[src/rtl/br_pkg.sv]
// Package br_pkg
// Shared field widths, opcode values and the instruction class type used
// by the branch resolution unit. Assumes a fixed 32-bit instruction format
// with a 6-bit primary opcode in the top bits.
package br_pkg;

    localparam int INSTR_W = 32;
    localparam int OPC_W   = 6;
    localparam int REG_W   = 5;
    localparam int IMM_W   = 16;
    localparam int FUNC_W  = 6;

    localparam logic [OPC_W-1:0]  OPC_RTYPE = 6'b000000;
    localparam logic [OPC_W-1:0]  OPC_EQ    = 6'b000100;
    localparam logic [OPC_W-1:0]  OPC_NE    = 6'b000101;
    localparam logic [OPC_W-1:0]  OPC_LEZ   = 6'b000110;
    localparam logic [OPC_W-1:0]  OPC_GTZ   = 6'b000111;
    localparam logic [FUNC_W-1:0] FN_SLT    = 6'b101010;

    typedef enum logic [2:0] {
        CLS_NONE,
        CLS_EQ,
        CLS_NE,
        CLS_LEZ,
        CLS_GTZ,
        CLS_SLT
    } instr_cls_e;

endpackage

[src/rtl/br_decode.sv]
// Module br_decode
// Classifies an instruction word for branch resolution and extracts the
// immediate. Assumes the package field layout; any opcode not listed is
// reported as CLS_NONE. Purely combinational.
module br_decode
    import br_pkg::*;
(
    input  logic [INSTR_W-1:0] instr,
    output instr_cls_e         cls,
    output logic               rt_nonzero,
    output logic [IMM_W-1:0]   imm
);

    localparam int OPC_LSB = INSTR_W - OPC_W;
    localparam int RS_LSB  = OPC_LSB - REG_W;
    localparam int RT_LSB  = RS_LSB - REG_W;

    logic [OPC_W-1:0]  opc;
    logic [REG_W-1:0]  rt_fld;
    logic [FUNC_W-1:0] func;

    // Field extraction from the fixed instruction layout
    always_comb begin
        opc    = instr[INSTR_W-1:OPC_LSB];
        rt_fld = instr[RT_LSB+REG_W-1:RT_LSB];
        func   = instr[FUNC_W-1:0];
        imm    = instr[IMM_W-1:0];
    end

    // Second register field must be zero for zero-relative forms
    always_comb rt_nonzero = |rt_fld;

    // Map opcode and function code to an instruction class
    always_comb begin
        unique case (opc)
            OPC_EQ:    cls = CLS_EQ;
            OPC_NE:    cls = CLS_NE;
            OPC_LEZ:   cls = CLS_LEZ;
            OPC_GTZ:   cls = CLS_GTZ;
            OPC_RTYPE: cls = (func == FN_SLT) ? CLS_SLT : CLS_NONE;
            default:   cls = CLS_NONE;
        endcase
    end

endmodule

[src/rtl/br_compare.sv]
// Module br_compare
// Evaluates the branch condition, the signed set-on-less-than result and
// the illegal-encoding flag for one decoded instruction. Assumes register
// zero already reads as zero on the operand inputs. Combinational.
module br_compare
    import br_pkg::*;
#(
    parameter int DATA_W = 32
)(
    input  instr_cls_e          cls,
    input  logic                rt_nonzero,
    input  logic [DATA_W-1:0]   opa,
    input  logic [DATA_W-1:0]   opb,
    output logic                take,
    output logic                slt,
    output logic                bad_enc
);

    localparam int SGN = DATA_W - 1;

    logic a_eq_b;
    logic a_zero;
    logic a_neg;
    logic a_lt_b;

    // Shared comparator terms
    always_comb begin
        a_eq_b = (opa == opb);
        a_zero = ~|opa;
        a_neg  = opa[SGN];
        a_lt_b = $signed(opa) < $signed(opb);
    end

    // Illegal encoding: zero-relative branch naming a second register
    always_comb bad_enc = ((cls == CLS_LEZ) || (cls == CLS_GTZ)) && rt_nonzero;

    // Branch decision per class; a malformed encoding never branches
    always_comb begin
        unique case (cls)
            CLS_EQ:  take = a_eq_b;
            CLS_NE:  take = ~a_eq_b;
            CLS_LEZ: take = (a_neg | a_zero) & ~rt_nonzero;
            CLS_GTZ: take = ~a_neg & ~a_zero & ~rt_nonzero;
            default: take = 1'b0;
        endcase
    end

    // Set-on-less-than result, zero for every other class
    always_comb slt = (cls == CLS_SLT) & a_lt_b;

endmodule

[src/rtl/br_target.sv]
// Module br_target
// Forms the branch destination: next sequential address plus the
// sign-extended word offset. Assumes word-aligned 4-byte instructions.
module br_target
    import br_pkg::*;
#(
    parameter int ADDR_W = 32
)(
    input  logic [ADDR_W-1:0] pc,
    input  logic [IMM_W-1:0]  imm,
    output logic [ADDR_W-1:0] target
);

    localparam int EXT_W = ADDR_W - IMM_W - 2;

    logic [ADDR_W-1:0] offs;
    logic [ADDR_W-1:0] seq;

    // Word offset sign-extended and scaled to bytes
    always_comb offs = {{EXT_W{imm[IMM_W-1]}}, imm, 2'b00};

    // Address of the delay-slot instruction
    always_comb seq = pc + ADDR_W'(4);

    // Destination sum
    always_comb target = seq + offs;

endmodule

[src/rtl/br_resolve.sv]
// Module br_resolve
// Top of the branch resolution unit. Decodes, compares and computes the
// target combinationally, then registers all results on the rising edge.
// Assumes one instruction per cycle and synchronous active-low reset.
// Never cancels the following (delay-slot) instruction.
module br_resolve
    import br_pkg::*;
#(
    parameter int DATA_W = 32,
    parameter int ADDR_W = 32
)(
    input  logic              clk,
    input  logic              rst_n,
    input  logic [31:0]       instr,
    input  logic [ADDR_W-1:0] pc,
    input  logic [DATA_W-1:0] src_a,
    input  logic [DATA_W-1:0] src_b,
    output logic              take_q,
    output logic [ADDR_W-1:0] target_q,
    output logic              slt_q,
    output logic              bad_enc_q
);

    instr_cls_e        cls;
    logic              rt_nz;
    logic [IMM_W-1:0]  imm;
    logic              take_d;
    logic              slt_d;
    logic              bad_d;
    logic [ADDR_W-1:0] tgt_d;

    br_decode u_dec (
        .instr      (instr),
        .cls        (cls),
        .rt_nonzero (rt_nz),
        .imm        (imm)
    );

    br_compare #(.DATA_W(DATA_W)) u_cmp (
        .cls        (cls),
        .rt_nonzero (rt_nz),
        .opa        (src_a),
        .opb        (src_b),
        .take       (take_d),
        .slt        (slt_d),
        .bad_enc    (bad_d)
    );

    br_target #(.ADDR_W(ADDR_W)) u_tgt (
        .pc     (pc),
        .imm    (imm),
        .target (tgt_d)
    );

    // Output register with synchronous active-low clear
    always_ff @(posedge clk) begin
        if (!rst_n) begin
            take_q    <= 1'b0;
            slt_q     <= 1'b0;
            bad_enc_q <= 1'b0;
            target_q  <= '0;
        end else begin
            take_q    <= take_d;
            slt_q     <= slt_d;
            bad_enc_q <= bad_d;
            target_q  <= tgt_d;
        end
    end

endmodule

[config.mk]
export PLATFORM = sky130hd
export DESIGN_NAME = br_resolve
export DESIGN_NICKNAME = d
export VERILOG_FILES = /design/src/rtl/br_pkg.sv /design/src/rtl/br_decode.sv /design/src/rtl/br_compare.sv /design/src/rtl/br_target.sv /design/src/rtl/br_resolve.sv
export SDC_FILE = /design/constraint.sdc
export NUM_CORES = 1
export LEC_CHECK = 0
export CAP_MARGIN = 10
export CORE_UTILIZATION = 48
export DETAILED_ROUTE_END_ITERATION = 6
export PLACE_DENSITY_LB_ADDON = 0.08
export SLEW_MARGIN = 20
export SYNTH_ARGS = -nofsm -noshare
export SYNTH_HDL_FRONTEND = slang
export SYNTH_HIERARCHICAL = 1
export SYNTH_SLANG_ARGS = --single-unit
[constraint.sdc]
create_clock -name clk -period 8.6 [get_ports clk]
set_input_delay 1.72 -clock clk [delete_from_list [all_inputs] [get_ports clk]]
set_output_delay 1.72 -clock clk [all_outputs]
set_load 0.005 [all_outputs]
Word level (Yosys, flattened, before mapping) --
Index checks and enable logic that the tools add are counted.
Operators by class: bitwise gates (word level) 8, add/subtract/negate cells 2, equality and inequality tests 11, muxes and demuxes 3, reductions and logical operators 6, order comparisons 1
Operator list (count):
- adder 32 x 3 -> 32 bit, second input constant | 1
- adder 32 bit | 1
- == test 32 bit | 1
- < comparator 32 bit | 1
- OR reduction 32 bit | 1
- == test 6 x 3 -> 1 bit, second input constant | 4
- one-hot mux 3 bit (5 select lines) | 1
- == test 3 x 2 -> 1 bit, second input constant | 2
- == test 3 bit, second input constant | 2
- == test 6 bit, second input constant | 1
- logical NOT 6 bit | 1
- OR reduction 5 bit | 1
- bitwise AND 1 bit | 4
- one-hot mux 1 bit (4 select lines) | 1
- == test 3 x 1 -> 1 bit, second input constant | 1
- two-way mux 3 bit | 1
- inverter 1 bit | 3
- logical AND 1 bit | 1
- logical NOT 1 bit | 1
- logical OR 1 bit | 1
- OR 1 bit | 1
Word-level totals: flip-flop bits (word level) 35, word-level logic and storage cells 35, input bits 130, output and inout bits 35

Logic depth before layout (Yosys ltp) --
depth in word-level cells 6, gate-level depth with buffers 14, gate-level depth less buffers 13

By module --
Netlist, hierarchy kept.
Modules (own cells, without submodules):
- br_target | cells each 238, seq. area each 0.0 sq um, times used 1, area each 1881.8 sq um
- br_resolve | cells each 73, seq. area each 700.7 sq um, times used 1, area each 978.4 sq um
- br_compare | cells each 136, seq. area each 0.0 sq um, times used 1, area each 950.9 sq um
- br_decode | cells each 30, seq. area each 0.0 sq um, times used 1, area each 202.7 sq um

Worst setup path before layout --
Ideal clock, no wire load.
path type input port to flip-flop, start input instr[1], end register target_q[25], cell stages on the path 12, arrival time 4254 ps, data required time 8484 ps, slack 4230 ps, path buffers 1, library setup time 116 ps, cells stage by stage buf_4 ha_1 ha_1 fa_1 a211oi_1 o21ai_0 a31oi_1 nand2_1 a21bo_2 a21bo_2 xor2_1 and2_2
On the way: cells in the longest elaborated chain, start to end 1
Ends and longest elaborated chain:
- start: declaration | line br_resolve.sv:14 | input logic [31:0] instr,
- adder 32 bit | line br_target.sv:26 | always_comb target = seq + offs;
- named net tgt_d[25] | line br_resolve.sv:30 | logic [ADDR_W-1:0] tgt_d;
- end signal: assignment | line br_resolve.sv:66 | target_q <= tgt_d;
- end: declaration | line br_resolve.sv:19 | output logic [ADDR_W-1:0] target_q,
The timed path passes the listed nets, and every way through them passes these cells. A chain may end at the register's enable or synchronous reset.

Final worst setup path --
start input instr[15], end register target_q[29]
Same word-level chain as after synthesis.

==> metrics <==
Synth warnings 6; Die W just over 90 um; count leader, synth ha_1; detailed-routed wire length on met2 roughly 5000 um; Die Span Y 93.45 um; GRT Resource Usage Total 0.2489; top_reg_cell synth dfxtp_1; fin crit share 0.5686; number of setup buffers added after CTS 0; RSZ-0062 raised after global routing false; Residual DRC 0; Finished Layout Cells 720; Root Buffer clkbuf_8; post-DP HPWL approximately 9000 um; hold_buf cts 0; sequential area share after synthesis 0.1746; first-pass GRT wire length around 17000 um; Final Critical Period a little under 5000 ps; MaxCap Viol Count 0; vias in the first global route 3871; Startpoint Class input port; layout cells sized above 1 0.09061; H-tree Lvls 2; TritonCTS clock tree yes; Layout area overhead 41.08%; total power between 600 and 700 uW; WL/cell about 15 um; CTS Sinks 35; Crit. End Element register; Hold Path Depth 2; status completed; FP Rows 32; core area slightly below 8000 um^2; largest net degree at the start of global routing 36; CP Max Fanout 15; DR WL met3 just under 600 um; clock slew at reported path FFs 80 ps; placed cells 712; Worst-Margin Slew 988.2 ps; Worst Setup SP instr[15]; ant diodes 0; Synth top area share 0.2774; CP endpoint target_q[29]; # port buffers between 150 and 200; router iterations before antenna repair 4; Commonest cells post-synth ha_1 (89), a21oi_1 (39), inv_1 (39), and2_2 (35), dfxtp_1 (35); CTS Buf Count 5; clk buf depth 2; Initial Utilization 0.5089; WS Path Type in2reg; I/O pin cnt 165; Initial DRC Count 124; # nets final about 840; post-synth design cell area between 4000 and 5000 um^2; Via density about 5.4; grt ovf 0; DR vias between 3000 and 4000; Leakage about 0.0026 uW; fmax between 0.2 and 0.25 GHz; Mean Syn Cell Area ~8.4 um^2; post-synthesis cell count ~480; routability-driven placement congestion ratio 0.8671; Synth Net Count about 700; cell accounting for the most synthesized area ha_1; number of synthesized flops with an enable pin 0; die area slightly below 9000 um^2; Routed Antenna Nets 0; CP required between 8000 and 9000 ps; maximum vdd drop approximately 0.077 mV; #FFs+latches synth 35; Final Hold Vio Count 0; ys async rst share 0; final wirelength approximately 11000 um; Cell Pwr Density about 120 nW/um^2; worst rel slew slack 0.3391; Synth cell types 56; filler cell count between 600 and 700; M1 WL 4649 um; initial antenna violation count 0; top routing layer used met4; arrival time worst endpoint around 5100 ps; Slew Viols, Final 0; setup_tns 0 ps; synth top area cells ha_1 (28%), dfxtp_1 (17%), and2_2 (6.5%); post-cts sizing count 0; final setup vio count 0; Hold/Removal Path Class in2reg
## stage by stage
step           hold WS [ps]    util  area [um^2]  setup WS, ps
2_1_floorplan          1856       -         4014          4230
3_3_place_gp           2316  0.7054         5564          3424
3_5_place_dp           2321  0.7054         5564          3455
4_1_cts                1994  0.7180         5663          3761
5_1_grt                1992  0.7180         5663          3460
6_report               2005  0.7180         5663          3710
## layout by cell type, fill, tap and decap left out, types with 9 or more instances in the layout
master and count:
dfxtp_1 35, ha_1 89, a21oi_1 39, nor2_1 19, xor2_1 12, o21ai_0 16
nand2_1 25, nand4_1 13, clkdlybuf4s50_1 159, and2_2 35, xnor2_1 16, inv_1 39
nand3_1 9, a21o_1 14
## critical path, cell delays in order
cell	delay (ps)
clkdlybuf4s50_1	890
ha_1	360
ha_1	400
a21oi_1	240
o21bai_1	110
a2111oi_0	510
o22ai_1	140
a21oi_1	220
o21ai_0	140
xor2_1	150
and2_2	190
## layer usage
layer | vias up | track usage
met1 | 1763 | 0.3065
met4 | 0 | 0.09744
met2 | 130 | 0.4381
li1 | 1976 | -
met3 | 23 | 0.03089
met5 | - | 0
## report_power, final
part           internal [uW]  switching, uW
Clock                   65.5           70.0
Sequential               186           7.06
Combinational            195            147
Total                    447            224
## worst min-delay path by stage
stage / startpoint / end
finish: pc[0] / target_q[0]
global route: pc[1] / target_q[1]
CTS: pc[0] / target_q[0]
detailed placement: pc[0] / target_q[0]
global placement: pc[1] / target_q[1]
floorplan: rst_n / bad_enc_q
## state kept, by name, summed over array words and instances, names as in the netlist
| name | flops |
|---|---|
| bad_enc_q | 1 |
| slt_q | 1 |
| target_q | 32 |
| take_q | 1 |
## cells by family after synthesis
group,Yosys count,synth area share
XOR/XNOR,28,0.06110
adder cells (fa/ha/maj),90,0.2824
AND/OR/NAND/NOR,142,0.2079
AO/OA/AOI/OAI,115,0.1905
flip-flops,35,0.1746
multiplexers,2,0.004988
buffers and inverters,65,0.07855
## area by class of cell
cell class	instances	area, um^2	share of cell area
clock buffers	6	82.58	0.01458
clock inverters	2	16.27	0.002872
inverters	39	146.4	0.02585
multi-input cells	377	2998	0.5294
flip-flops and latches	35	700.7	0.1237
well taps	102	127.6	0.02254
repair buffers	159	1592	0.2810
Power figures use the tool's default switching activity.
